<file path="config.mk">
export PLATFORM = sky130hd
export DESIGN_NAME = puf_quality_eval
export DESIGN_NICKNAME = d
export VERILOG_FILES = /design/src/rtl/puf_eval_pkg.sv /design/src/rtl/puf_popcount.sv /design/src/rtl/puf_accum_lane.sv /design/src/rtl/puf_seq_div.sv /design/src/rtl/puf_quality_eval.sv
export SDC_FILE = /design/constraint.sdc
export NUM_CORES = 1
export LEC_CHECK = 0
export BUFFER_PORTS_ARGS = -buffer_cell sky130_fd_sc_hd__buf_2
export CAP_MARGIN = 10
export CORE_ASPECT_RATIO = 1.5
export CORE_MARGIN = 8
export CORE_UTILIZATION = 50
export CTS_BUF_LIST = sky130_fd_sc_hd__clkbuf_2
export DETAILED_ROUTE_END_ITERATION = 6
export PLACE_DENSITY = 0.68
export SLEW_MARGIN = 20
export SYNTH_ARGS = -nofsm -noshare
export SYNTH_HDL_FRONTEND = slang
export SYNTH_SLANG_ARGS = --single-unit
</file>
<file path="constraint.sdc">
create_clock -name clk_i -period 4.46 [get_ports clk_i]
set_input_delay 0.892 -clock clk_i [delete_from_list [all_inputs] [get_ports clk_i]]
set_output_delay 0.892 -clock clk_i [all_outputs]
set_load 0.01 [all_outputs]
</file>
<file path="src/rtl/puf_eval_pkg.sv">
package puf_eval_pkg;
  typedef enum logic [1:0] {
    KIND_INTRA = 2'd0,
    KIND_INTER = 2'd1,
    KIND_ONES  = 2'd2,
    KIND_NONE  = 2'd3
  } kind_e;

  typedef enum logic [1:0] {
    ST_IDLE,
    ST_LOAD,
    ST_WAIT,
    ST_NEXT
  } state_e;

  localparam int unsigned FULL_SCALE = 25600;  // 100 % in Q8.8
  localparam int unsigned SCALE_BITS = 15;
  localparam int unsigned NUM_LANES  = 3;

  function automatic logic [15:0] fold_half(input logic [15:0] q);
    logic [16:0] d2;
    d2 = {q, 1'b0};
    if (d2 < 17'(FULL_SCALE)) fold_half = d2[15:0];
    else                      fold_half = 16'(17'(2 * FULL_SCALE) - d2);
  endfunction
endpackage

</file>
<file path="src/rtl/puf_popcount.sv">
module puf_popcount #(
  parameter int unsigned W    = 16,
  parameter int unsigned HD_W = $clog2(W + 1)
) (
  input  logic [W-1:0]    vec_i,
  output logic [HD_W-1:0] ones_o
);
  always_comb begin
    ones_o = '0;
    for (int i = 0; i < W; i++) ones_o = ones_o + HD_W'(vec_i[i]);
  end
endmodule

</file>
<file path="src/rtl/puf_accum_lane.sv">
module puf_accum_lane #(
  parameter int unsigned CNT_W = 12,
  parameter int unsigned HD_W  = 5,
  parameter int unsigned SUM_W = CNT_W + HD_W
) (
  input  logic             clk_i,
  input  logic             rst_ni,
  input  logic             clr_i,
  input  logic             add_i,
  input  logic [HD_W-1:0]  inc_i,
  output logic [CNT_W-1:0] cnt_o,
  output logic [SUM_W-1:0] sum_o
);
  always_ff @(posedge clk_i or negedge rst_ni) begin
    if (!rst_ni) begin
      cnt_o <= '0;
      sum_o <= '0;
    end else if (clr_i) begin
      cnt_o <= '0;
      sum_o <= '0;
    end else if (add_i) begin
      cnt_o <= cnt_o + 1'b1;
      sum_o <= sum_o + SUM_W'(inc_i);
    end
  end
endmodule

</file>
<file path="src/rtl/puf_seq_div.sv">
module puf_seq_div #(
  parameter int unsigned NUM_W = 32,
  parameter int unsigned DEN_W = 17,
  localparam int unsigned IT_W = $clog2(NUM_W + 1)
) (
  input  logic             clk_i,
  input  logic             rst_ni,
  input  logic             start_i,
  input  logic [NUM_W-1:0] num_i,
  input  logic [DEN_W-1:0] den_i,
  output logic             done_o,
  output logic [NUM_W-1:0] quot_o
);
  logic [DEN_W-1:0] rem_q, den_q;
  logic [NUM_W-1:0] numr_q;
  logic [IT_W-1:0]  it_q;
  logic             run_q;
  logic [DEN_W:0]   trial;
  logic             fits;

  assign trial = {rem_q, numr_q[NUM_W-1]};
  assign fits  = trial >= {1'b0, den_q};

  always_ff @(posedge clk_i or negedge rst_ni) begin
    if (!rst_ni) begin
      rem_q  <= '0;
      den_q  <= '0;
      numr_q <= '0;
      quot_o <= '0;
      it_q   <= '0;
      run_q  <= 1'b0;
      done_o <= 1'b0;
    end else begin
      done_o <= 1'b0;
      if (start_i) begin
        rem_q  <= '0;
        den_q  <= den_i;
        numr_q <= num_i;
        quot_o <= '0;
        it_q   <= IT_W'(NUM_W);
        run_q  <= 1'b1;
      end else if (run_q) begin
        rem_q  <= fits ? DEN_W'(trial - {1'b0, den_q}) : trial[DEN_W-1:0];
        numr_q <= numr_q << 1;
        quot_o <= {quot_o[NUM_W-2:0], fits};
        it_q   <= it_q - 1'b1;
        if (it_q == IT_W'(1)) begin
          run_q  <= 1'b0;
          done_o <= 1'b1;
        end
      end
    end
  end
endmodule

</file>
<file path="src/rtl/puf_quality_eval.sv">
module puf_quality_eval
  import puf_eval_pkg::*;
#(
  parameter int unsigned W     = 16,
  parameter int unsigned CNT_W = 12
) (
  input  logic             clk_i,
  input  logic             rst_ni,
  input  logic             start_i,
  input  logic             finish_i,
  input  logic             in_valid_i,
  input  logic [1:0]       kind_i,
  input  logic [W-1:0]     word_a_i,
  input  logic [W-1:0]     word_b_i,
  output logic [CNT_W-1:0] intra_cnt_o,
  output logic [CNT_W-1:0] inter_cnt_o,
  output logic [CNT_W-1:0] ones_cnt_o,
  output logic             busy_o,
  output logic             result_valid_o,
  output logic [2:0]       err_o,
  output logic [15:0]      reliability_o,
  output logic [15:0]      uniqueness_o,
  output logic [15:0]      randomness_o
);
  localparam int unsigned HD_W  = $clog2(W + 1);
  localparam int unsigned SUM_W = CNT_W + HD_W;
  localparam int unsigned DEN_W = CNT_W + HD_W;
  localparam int unsigned NUM_W = SUM_W + SCALE_BITS;

  state_e            state_q;
  logic [1:0]        sel_q;
  logic [15:0]       res_q [NUM_LANES];
  logic              idle, accept, clr;
  logic [W-1:0]      pc_vec;
  logic [HD_W-1:0]   pc_val;
  logic [CNT_W-1:0]  lane_cnt [NUM_LANES];
  logic [SUM_W-1:0]  lane_sum [NUM_LANES];
  logic [CNT_W-1:0]  cnt_sel;
  logic [SUM_W-1:0]  sum_sel;
  logic              div_start, div_done;
  logic [NUM_W-1:0]  div_quot;
  logic [15:0]       q16, metric;

  assign idle   = (state_q == ST_IDLE);
  assign clr    = idle && start_i;
  assign accept = idle && in_valid_i && !start_i && (kind_i != KIND_NONE);
  assign pc_vec = (kind_i == KIND_ONES) ? word_a_i : (word_a_i ^ word_b_i);

  puf_popcount #(.W(W), .HD_W(HD_W)) u_popcount (
    .vec_i  (pc_vec),
    .ones_o (pc_val)
  );

  for (genvar g = 0; g < NUM_LANES; g++) begin : g_lane
    puf_accum_lane #(.CNT_W(CNT_W), .HD_W(HD_W), .SUM_W(SUM_W)) u_lane (
      .clk_i  (clk_i),
      .rst_ni (rst_ni),
      .clr_i  (clr),
      .add_i  (accept && (kind_i == 2'(g))),
      .inc_i  (pc_val),
      .cnt_o  (lane_cnt[g]),
      .sum_o  (lane_sum[g])
    );
  end

  always_comb begin
    case (sel_q)
      2'd0:    begin cnt_sel = lane_cnt[0]; sum_sel = lane_sum[0]; end
      2'd1:    begin cnt_sel = lane_cnt[1]; sum_sel = lane_sum[1]; end
      default: begin cnt_sel = lane_cnt[2]; sum_sel = lane_sum[2]; end
    endcase
  end

  assign div_start = (state_q == ST_LOAD) && (cnt_sel != '0);

  puf_seq_div #(.NUM_W(NUM_W), .DEN_W(DEN_W)) u_div (
    .clk_i   (clk_i),
    .rst_ni  (rst_ni),
    .start_i (div_start),
    .num_i   (NUM_W'(sum_sel) * NUM_W'(FULL_SCALE)),
    .den_i   (DEN_W'(cnt_sel) * DEN_W'(W)),
    .done_o  (div_done),
    .quot_o  (div_quot)
  );

  // quotient never exceeds FULL_SCALE since sum <= count * W
  assign q16 = div_quot[15:0];

  always_comb begin
    if (sel_q == 2'd0) metric = 16'(FULL_SCALE) - q16;
    else               metric = fold_half(q16);
  end

  always_ff @(posedge clk_i or negedge rst_ni) begin
    if (!rst_ni) begin
      state_q        <= ST_IDLE;
      sel_q          <= '0;
      err_o          <= '0;
      result_valid_o <= 1'b0;
      for (int i = 0; i < NUM_LANES; i++) res_q[i] <= '0;
    end else begin
      case (state_q)
        ST_IDLE: begin
          if (start_i) begin
            err_o          <= '0;
            result_valid_o <= 1'b0;
            for (int i = 0; i < NUM_LANES; i++) res_q[i] <= '0;
          end else if (finish_i) begin
            err_o          <= '0;
            result_valid_o <= 1'b0;
            sel_q          <= '0;
            state_q        <= ST_LOAD;
          end
        end
        ST_LOAD: begin
          if (cnt_sel == '0) begin
            res_q[sel_q] <= '0;
            err_o[sel_q] <= 1'b1;
            state_q      <= ST_NEXT;
          end else begin
            state_q <= ST_WAIT;
          end
        end
        ST_WAIT: begin
          if (div_done) begin
            res_q[sel_q] <= metric;
            state_q      <= ST_NEXT;
          end
        end
        default: begin
          if (sel_q == 2'(NUM_LANES - 1)) begin
            result_valid_o <= 1'b1;
            state_q        <= ST_IDLE;
          end else begin
            sel_q   <= sel_q + 1'b1;
            state_q <= ST_LOAD;
          end
        end
      endcase
    end
  end

  assign busy_o        = !idle;
  assign intra_cnt_o   = lane_cnt[0];
  assign inter_cnt_o   = lane_cnt[1];
  assign ones_cnt_o    = lane_cnt[2];
  assign reliability_o = res_q[0];
  assign uniqueness_o  = res_q[1];
  assign randomness_o  = res_q[2];
endmodule

</file>
# [Yosys cells after proc, flatten, opt, wreduce, memory -nomap -nowiden]
# Index checks and enable logic that the tools add are counted.
[word_totals] ff_bits=228 inputBits=39 output_inout_bits=89 wordCells=163
[op_classes] add_sub_neg=26 mul=1 n_lt_le_gt_ge=6 eq_ne=15 muxes=59 n_bitwise=6 n_reduce_logical=30
[op_table] cell="17-bit 2-to-1 mux" n=9
[op_table] cell="48-bit 2-to-1 mux" n=3
[op_table] cell="48-bit case mux with 3 select lines" n=1
[op_table] cell="16-bit 2-to-1 mux" n=6
[op_table] cell="12-bit 2-to-1 mux" n=6
[op_table] cell="5-bit by 1-bit adder with 5-bit output" n=14
[op_table] cell="32-bit 2-to-1 mux" n=2
[op_table] cell="17-bit by 5-bit adder with 17-bit output" n=3
[op_table] cell="48-bit AND" n=1
[op_table] cell="48-bit bitwise mux" n=1
[op_table] cell="48-bit inverter" n=1
[op_table] cell="12-bit by 1-bit adder with 12-bit output (second input constant)" n=3
[op_table] cell="17-bit case mux with 2 select lines" n=1
[op_table] cell="16-bit demux with 2-bit select" n=1
[op_table] cell="12-bit case mux with 2 select lines" n=1
[op_table] cell="17-bit by 5-bit multiplier with 22-bit output (second input constant)" n=1
[op_table] cell="18-bit by 16-bit >= comparator with 1-bit output" n=1
[op_table] cell="17-bit by 15-bit less-than comparator with 1-bit output (second input constant)" n=1
[op_table] cell="17-bit by 16-bit subtractor with 17-bit output" n=1
[op_table] cell="15-bit by 16-bit subtractor with 16-bit output (first input constant)" n=1
[op_table] cell="16-bit subtractor (first input constant)" n=1
[op_table] cell="16-bit bitwise XOR" n=1
[op_table] cell="12-bit logical NOT" n=1
[op_table] cell="1-bit 2-to-1 mux" n=12
[op_table] cell="33 further kinds" n=70

# [Longest topological paths before layout]
# Gate-level depths: netlist (run 1).
[depth] word_depth=20 depth_mapped=23 depth_no_buf=21

# [By module]
# From an unflattened synthesis (run 1), not the netlist that was laid out.
[hier_totals] hier_cells=1789 area_unflattened_um2=16654.7
[modules_own_cells] module="puf_quality_eval" n_inst=1 cells_each=729 area_per_inst_um2=6005.8 seq_area_each_um2=1401.3
[modules_own_cells] module="puf_seq_div" n_inst=1 cells_each=551 area_per_inst_um2=5474.0 seq_area_each_um2=2652.5
[modules_own_cells] module="puf_accum_lane" n_inst=3 cells_each=154 area_per_inst_um2=1589.0 seq_area_each_um2=725.7
[modules_own_cells] module="puf_popcount" n_inst=1 cells_each=47 area_per_inst_um2=407.9 seq_area_each_um2=0.0

# [Worst setup path after synthesis (run 1)]
# No wires, ideal clock.
[synth_path] kind="input to register" startpoint="input kind_i[0]" endpoint="register g_lane[2].u_lane.sum_o[16]" arrival_time_ns=6.650 path_slack_ns=-2.322 cell_stages=21 n_path_buf=2 cell_sequence="nand2b_1 > clkbuf_1 > clkbuf_1 > nand2_1 > xnor2_1 > ha_1 > fa_1 > fa_1 > fa_1 > inv_1 > fa_1 > fa_1 > fa_1 > xnor2_1 > ha_1 > a21o_1 > a21o_1 > a21oi_1 > nor4_1 > xnor2_1 > nor2_1"
[synth_via] elab_chain_len=20 word_cells_on_any_way=24 cone_classes="add/sub (16); eq/ne (2); mux (3); reduce/logical (3)"
[synth_rtl] element="start, declared" line_no="puf_quality_eval.sv:12" text="input logic [1:0] kind_i,"
[synth_rtl] element="2-bit equality test" line_no="puf_quality_eval.sv:47, puf_quality_eval.sv:59"
[synth_rtl] element="16-bit 2-to-1 mux" line_no="puf_quality_eval.sv:47" text="assign pc_vec = (kind_i == KIND_ONES) ? word_a_i : (word_a_i ^ word_b_i);"
[synth_rtl] element="1-bit by 1-bit adder with 2-bit output" line_no="puf_popcount.sv:10" text="for (int i = 0; i < W; i++) ones_o = ones_o + HD_W'(vec_i[i]);"
[synth_rtl] element="5-bit by 1-bit adder with 5-bit output (14 in series)" line_no="puf_popcount.sv:10"
[synth_rtl] element="17-bit by 5-bit adder with 17-bit output" line_no="puf_accum_lane.sv:23" text="sum_o <= sum_o + SUM_W'(inc_i);"
[synth_rtl] element="17-bit 2-to-1 mux" line_no="puf_accum_lane.sv:21" text="end else if (add_i) begin"
[synth_rtl] element="17-bit 2-to-1 mux" line_no="puf_accum_lane.sv:18" text="end else if (clr_i) begin"
[synth_rtl] element="end signal, assigned" line_no="puf_accum_lane.sv:23"
[synth_rtl] element="end, declared" line_no="puf_accum_lane.sv:12" text="output logic [SUM_W-1:0] sum_o"
# Several ways; a longest one is shown, not always the timed one. The select of a mux whose other input is x is not followed.
# A chain may end at the register's enable or synchronous reset.

# [Worst setup path after layout (run 1)]
[layout_path] startpoint="input kind_i[0]" endpoint="register g_lane[2].u_lane.sum_o[10]"
# The elaborated chain is that of the path after synthesis.

==> results of run 1 <==
-- metrics by stage --
stage / setup WS (ps) / hold WS (ps) / util (%) / cell area [um^2] / cells
finish: -722 / 440 / 59.1 / 16900 / 2166
global route: -845 / 388 / 59.1 / 16900 / 2166
CTS: -623 / 361 / 58.5 / 16700 / 2156
detailed placement: -1700 / 472 / 55.9 / 16000 / 2052
global placement: -1590 / 467 / 55.9 / 16000 / 2052
floorplan: -1460 / 450 / - / 14700 / 1553
-- kinds of logic (layout without fill, tap and decap cells) --
| logic type | after synthesis | after routing | share of synthesized area (%) |
|---|---|---|---|
| AOI/OAI and AO/OA | 368 | 368 | 17.4 |
| xor gates and xnor gates | 122 | 122 | 7.40 |
| adders and majority gates | 133 | 133 | 12.9 |
| buffers and inverters | 184 | 405 | 5.20 |
| DFF | 218 | 218 | 37.8 |
| muxes | 48 | 48 | 3.34 |
| other | 0 | 2 | 0 |
| and+or+nand+nor | 480 | 480 | 16.0 |
-- power by group through the flow --
stage,clock network (mW),logic [mW],registers [mW]
2_1_floorplan,0,4.34,2.77
3_3_place_gp,0,5.73,3.03
3_5_place_dp,0,5.90,3.05
4_1_cts,1.41,6.62,3.02
5_1_grt,1.50,7.51,3.10
6_report,1.35,6.87,3.03
-- path summary, 6_finish.rpt --
| kind | start | end | slack (ps) |
|---|---|---|---|
| worst max-delay path | kind_i[0] | g_lane[2].u_lane.sum_o[10] | -720 |
| worst min-delay path | finish_i | result_valid_o | 440 |
| worst max register to register | sel_q[0] | u_div.numr_q[27] | 120 |
| worst min register to register | u_div.den_q[14] | u_div.den_q[14] | 490 |
| max in group asynchronous | rst_ni | u_div.numr_q[22] | 2920 |
| min in group asynchronous | rst_ni | g_lane[0].u_lane.cnt_o[6] | 590 |
-- flip-flops by register name, summed over array words and instances, names as in the netlist --
name	cells
g_lane.u_lane.cnt_o	36
u_div.done_o	1
result_valid_o	1
g_lane.u_lane.sum_o	51
u_div.it_q	6
err_o	3
u_div.den_q	12
sel_q	2
randomness_o	16
reliability_o	16
state_q	2
u_div.quot_o	16
u_div.run_q	1
u_div.rem_q	17
u_div.numr_q	22
uniqueness_o	16
-- synth_stat cells, drive strengths merged (3+ instances only) --
cell type,count
o31ai,4
ha,107
nor2,133
a211oi,16
fa,26
a31oi,15
clkbuf,59
nand2,149
xor2,37
o2bb2ai,19
a32o,20
and3,10
nand3b,3
and2,9
o22ai,3
a22o,29
o21bai,3
mux2i,46
a21oi,83
o211ai,14
buf,25
nor4b,3
nor3b,6
o21a,7
or2,3
o21ai,85
a22oi,9
nand2b,10
a21o,31
nor3,26
nand4,21
or3b,3
a2111oi,3
or3,19
nor2b,12
a31o,7
dfrtp,218
inv,100
a41oi,3
nand3,48
nor4,11
and4,10
a311o,3
xnor2,85
-- critical path, cell delays in order --
cell and delay (ps):
buf_6 90, nand2b_4 160, nand2_2 80, xnor2_1 110
ha_1 260, fa_1 510, fa_1 430, fa_1 510
inv_1 50, fa_1 450, fa_2 380, fa_2 420
xnor2_4 170, buf_12 140, ha_1 290, a21o_1 190
a21o_1 190, a21oi_4 270, nor4b_2 100, xnor2_1 170
nor2_1 50
-- layout make-up --
cell class / instances / area, um^2
well taps: 390 / 488
clock buffers: 75 / 375
flip-flops and latches: 218 / 5460
diodes: 2 / 5.00
clock inverters: 19 / 106
multi-input cells: 1151 / 8720
inverters: 100 / 378
repair buffers: 211 / 1370
fillers: 2524 / 11700
-- per-layer routing --
| metal | routed length [um] | vias to the layer above | part of all wire [%] |
|---|---|---|---|
| li1 | - | 5874 | - |
| met2 | 19600 | 302 | 52 |
| met5 | 0 | - | 0 |
| met1 | 15400 | 5949 | 41 |
| met3 | 1570 | 93 | 4.1 |
| met4 | 1440 | 0 | 3.8 |
-- repair_timing --
item                                    in CTS  in global routing
resized for setup                           31                 21
endpoints found under the hold margin       76                  0
setup buffers                               10                  9
hold buffers                                 1                  0
pin swaps                                   36                 26
endpoints found under the setup margin      45                 56
==> impl_summary.md, run 1 <==
Route
Dividing the detail-routed wire length by the instance count gives 17.6 um. The iteration-0 DRC count of the detailed router is roughly 800. For this block, the via count after detailed routing is 12218. The total routed wirelength is 38100 um. After detailed routing, the number of vias per cell comes to 5.64.

The pre-antenna-repair detailed-routing pass consisted of 6 iterations. For this run, design rule violations remaining after detail routing come to 0. In this run the remaining antenna-violating nets after routing total 0.

STA
For the pin with the worst max-slew slack, the measured transition is 1040 ps. The fmax is 193 MHz. The setup TNS after final layout is -27030 ps. Setup repair after global routing could not meet its margin everywhere. The total count of max-transition violations in the final report was 0. Headroom to the max-slew limit came out at 30.7%. On the final layout, the worst clock skew is 101 ps. Setup violations remaining at the end of the flow were counted as 45. Across all setup checks in the final design, the least slack found is -722 ps.

The final period utilization is 116%. The final critical-path required period is approximately 5200 ps. The number of endpoints with negative hold slack in the final report is 0.

Floorplanning
The initial utilization of the core area, before any placement, comes to 50.5%. The number of cell rows is 76. Measured along the y axis, the die boundary spans about 220 um. Measured along the x axis, the die boundary spans 155 um. The total die area is about 35000 um^2. The floorplan step defined a core boundary enclosing 28600 um^2. In this run the count of I/O pins placed on the die edge is 128.

Synthesis
The async set-or-reset flop fraction in the synthesized netlist is 100%. The count of yosys warnings during synthesis is 0. The most used flip-flop cell after synthesis is dfrtp_1.

When the netlist entered floorplanning its net count stood at about 1700. A synthesized cell averages 9.30 um^2. The library cell with the largest summed area after synthesis is dfrtp_1.

The synthesized netlist contains 72 unique library cells. The cell area that synthesis handed to floorplanning was around 14000 um^2. After synthesis, flip-flops and latches occupy between 30% and 40% of the total area.

After synthesis, the largest area contributor takes up around 38% of total cell area. By area the synthesized netlist is led by dfrtp_1 38%, ha_1 9.3%, xnor2_1 5.2%, nand2_1 3.9%, fa_1 3.6%. The number of synthesized flops with an enable pin is 0.

The register bit count reported by yosys is 218. Synthesis handed over a netlist of 1553 instances.

Global route
The met2 layer usage reported by global route is 39.9%. The met3 usage is 3.20%. After global routing, the most crowded layer is met2. The global-route wire length before repair is 62800 um.

Entering global routing, the biggest net connects 98 pins. The via count of the first global-routing pass is 12563. The total overflow left after global routing is 0. The total routing resource utilization after global routing is 22.1%. Global routing used 25.5% of the available met1 tracks.

The initial antenna violation count is 2.

Finish
Leaving out fill and tap cells, the most frequent cell in the layout is dfrtp_1. Relative to the synthesized area, the layout overhead comes to 17.0%. The net total in the final layout is about 1900. The library cells used most frequently in the layout, excluding fill and tap cells, are 217 x dfrtp_1, 143 x nand2_1, 129 x nor2_1. The post-route netlist has 22.3% of its cells at a drive strength greater than 1.

Setup path
By startpoint and endpoint, the worst setup path is classified as in2reg. The maximum fanout along the worst path is 6. The required arrival time at the worst endpoint is 5200 ps. For the worst flop-to-flop path, the logic depth is 17. The type of origin of the critical path is a primary input. The worst setup path is captured at a flop. Data arrives at the worst endpoint at 5920 ps.

Run
The max-cap check violation count is 0.

Placed design
The detailed placer's ending HPWL is 27800 um. The number of port buffers is 127. The global placement routability congestion is 0.907.

Hold path
The path class of the tightest hold or removal check is in2reg. The hold path depth is 4.

Clock tree
In this run the number of H-tree levels came out at 2. The clock tree from TritonCTS is built. Counting the buffers created by CTS gives 55. The tree is rooted in a clkbuf_2. In this run the deepest clock path goes through 3 buffers. The total clock sinks is between 200 and 250. The worst-skew pair later-pin latency is 910 ps.

The clock transition at the register clock pins on the worst setup and hold paths after CTS is 100 ps.

Power
The completed layout was analyzed and its total power is ~11 mW. The share of power burned in combinational logic is about three fifths. For this design the static power due to leakage is 8.34 nW. In this run switching power makes up 45.6% of total power.

The total net switching power is roughly 5.1 mW. In this run the power density over the cells is 666 nW/um^2. IR analysis of the VDD net gives a maximum drop of 1.07 mV. Sequential cells burn 26.9% of the power. The internal portion of the total power is 6.12 mW. In this run, the clock network consumes 12.0% of the power.

Status
The final reports fail on setup timing. The flow ran to the end, but the final reports show violations.
(Power assumes the default switching activity.)
==> run 2: changes to the inputs <==
--- a/config.mk
+++ b/config.mk
@@ -12,7 +12,7 @@
 export CORE_UTILIZATION = 50
 export CTS_BUF_LIST = sky130_fd_sc_hd__clkbuf_2
 export DETAILED_ROUTE_END_ITERATION = 6
-export PLACE_DENSITY = 0.68
+export PLACE_DENSITY = 0.66
 export SLEW_MARGIN = 20
 export SYNTH_ARGS = -nofsm -noshare
 export SYNTH_HDL_FRONTEND = slang
==> constraint.sdc (replaced) <==
create_clock -name clk_i -period 5 [get_ports clk_i]
set_input_delay 1 -clock clk_i [delete_from_list [all_inputs] [get_ports clk_i]]
set_output_delay 1 -clock clk_i [all_outputs]
set_load 0.01 [all_outputs]
==> impl_summary.md, run 2 (synthesis gave the netlist of run 1 again) <==
STA
The worst path setup slack after routing is -306 ps. The clock skew is 72.1 ps. For the pin with the worst max-slew slack, the measured transition is 1010 ps. Derived from the worst setup path, the maximum achievable clock frequency is 188 MHz.

Setup total negative slack on the finished layout was measured at -7740 ps. The final period utilization is 106%. Setup repair after global routing could not meet its margin everywhere. The total count of max-transition violations in the final report was 0. The tightest slew margin relative to the limit is 32.7%. The routed design could run at a clock period as short as 5310 ps.

The final setup violation count is 39. The number of endpoints with negative hold slack in the final report is 0.

Global route
Global routing finished with a remaining overflow of 0. The first global-routing pass estimated 61400 um of wire. The pin count of the biggest net entering global routing is 113. The total routing resource utilization after global routing is between 20% and 30%. The initial antenna violation count came to 2. The via count of the first global-routing pass is 12316.

Route
The post-detailed-route wirelength per cell is 17.6 um. The post-detailed-route via-to-cell ratio is 5.64. Across all layers, the routed design uses around 12000 vias. In the routed design, unresolved DRC markers number 0. The first routing iteration left 703 violations.

The total routed wirelength is 37700 um. The number of nets with antenna violations after routing is 0. Before antenna repair, the detailed router went through 5 iterations.

Placed design
The number of port buffers is ~130. The HPWL after detailed placement is approximately 27000 um. At the end of routability-driven placement, the weighted congestion stood at approximately 0.88.

Finish
The most frequent standard cell in the layout excluding fill and tap cells is dfrtp_1. The register with the most flip-flops in the layout has 51 of them. The register with the most flip-flops in the final layout is g_lane.u_lane.sum_o.

Summing all flip-flop and latch instances after layout gives 5460 um^2. The share of layout cells above drive strength 1 is 21.3%. The layout overhead on the synthesized area is 15.4%. For this run, the post-layout net count is between 1500 and 2000. The layout has 2560 filler cells. The area used by multi-input combinational logic is just under 9000 um^2. The top cell types in the final layout, fill and taps aside, are 217 x dfrtp_1, 146 x nand2_1, 129 x nor2_1. The largest registers in the layout are g_lane.u_lane.sum_o (51), g_lane.u_lane.cnt_o (36), u_div.numr_q (22).

Floorplanning
After floorplanning, the core was sized to cover 28600 um^2. The floorplan step defined a die boundary enclosing approximately 35000 um^2. The number of cell rows is 76. Measured along the y axis, the die boundary spans 224 um. The die is between 150 and 200 um wide. The initial utilization of the core area, before any placement, comes to 50.5%. between 100 and 150 I/O pins were placed.

Setup path
The worst register-to-register path has a depth of 17. Data arrives at the worst endpoint at ~6100 ps. In this run the critical register-to-register path is launched from sel_q[0]. At the worst endpoint, the required time is 5790 ps. The worst setup path category is in2reg. The cell type with the highest occurrence count on the critical path is fa_1. The critical path startpoint is kind_i[0].

The largest stage delay on the critical path is roughly 500 ps. The critical path crosses 21 cells after its start point. The cell at the slowest stage of the critical path is fa_1. Counting both buffers and inverters, the worst setup path holds a total of 4.

STA classifies the critical path startpoint as a primary input. The critical path goes through buf_6, nand2b_4, nand2_4, xnor2_2, ha_1, fa_1, fa_1, fa_1, inv_1, fa_1, fa_2, fa_2, xnor2_4, buf_12, ha_4, nand3_2, a21oi_2, o211ai_1, buf_4, or3_1, a21oi_1. The maximum fanout along the worst path is 6.

The setup check on the worst reg-to-reg path leaves a slack of 320 ps. The endpoint of the worst-slack reg-to-reg timing path is u_div.numr_q[27]. The worst setup path is captured at a flop.

Broken down by cell family, the worst path's largest delay share belongs to adder cells.

Hold path
The worst min-delay path class is in2async.

Clock tree
The clock reaches the later pin of the worst-skew pair after 900 ps. The total clock sinks is 218. The number of buffers between clock root and the deepest sink is 3.

The clock tree from TritonCTS is built. Hold repair after CTS inserted 0 buffers. The clock transition at the register clock pins on the worst setup and hold paths after CTS is about 100 ps. The clock root buffer is clkbuf_2. In this run, CTS created clock tree buffers numbering 55. The H-tree was split into 2 levels.

Status
The final reports fail on setup timing. The flow ran to the end, but the final reports show violations.

Run
The max-cap check violation count is 0.

Power
The cell leakage power is between 8 and 9 nW. The post-layout total power is roughly 9.5 mW. The peak ir drop on the vdd network is 0.837 mV. The total power density per cell area is 569 nW/um^2.
## run 2: cell count changes in the layout (fill, tap and decap cells not counted), sizes merged
cell / previous run / this run
buf: 210 / 195
clkinvlp: 0 / 1
clkinv: 17 / 5
dlygate4sd3: 1 / 0
clkbuf: 75 / 78
bufinv: 1 / 0
## run 2: worst max-delay path by stage
| stage | endpoint | slack, ps |
|---|---|---|
| finish | g_lane[0].u_lane.sum_o[15] | -310 |
| floorplan | g_lane[2].u_lane.sum_o[16] | -1030 |
| CTS | g_lane[2].u_lane.sum_o[16] | -210 |
| detailed placement | g_lane[2].u_lane.sum_o[16] | -1280 |
| global placement | g_lane[2].u_lane.sum_o[16] | -1230 |
| global route | g_lane[0].u_lane.sum_o[15] | -400 |
## run 2: stage by stage
stage	std cells	instance area [um^2]	hold slack, ps	utilization [%]	worst slack [ps]
2_1_floorplan	1553	14700	450	-	-1030
3_3_place_gp	2037	15800	467	55.3	-1230
3_5_place_dp	2037	15800	471	55.3	-1280
4_1_cts	2131	16400	125	57.4	-206
5_1_grt	2141	16700	179	58.3	-397
6_report	2141	16700	168	58.3	-306
## run 2: repair_timing
item / 4_1_cts / 5_1_grt
buffers inserted: 9 / 11
pin swaps: 16 / 27
setup endpoints to repair: 39 / 40
resized for setup: 16 / 31
## run 2: report_power, final
part / internal [mW] / leakage (nW) / total (mW) / switching, mW
clock: 0.407 / 0.336 / 1.12 / 0.713
sequential: 2.16 / 2.92 / 2.69 / 0.531
combinational: 2.53 / 4.94 / 5.69 / 3.16
## run 2: worst reg2reg max path: stages, from the launching register on
cell and delay (ps):
dfrtp_1 420, inv_1 100, ha_2 280, buf_4 210, a22oi_1 280, nand2_1 200, ha_1 320, ha_1 280
inv_1 50, fa_1 540, inv_1 40, ha_1 350, o21ai_0 230, o21ai_0 180, and3_1 250, o31a_1 310
or3_1 300, a31o_2 240
## run 2: area by class of cell
type                            count  area share (%)
Clock buffer                       78            2.34
Timing Repair Buffer              195            7.40
Antenna cell                        2          0.0300
Multi-Input combinational cell   1151            52.1
Sequential cell                   218            32.7
Inverter                          100            2.27
Tap cell                          390            2.93
Clock inverter                      7           0.180
## run 2: layer usage
layer	routed length [um]	global-route usage, %
met1	15200	24.7
met5	0	0
met3	1750	3.92
met4	1630	10.7
met2	19100	38.4
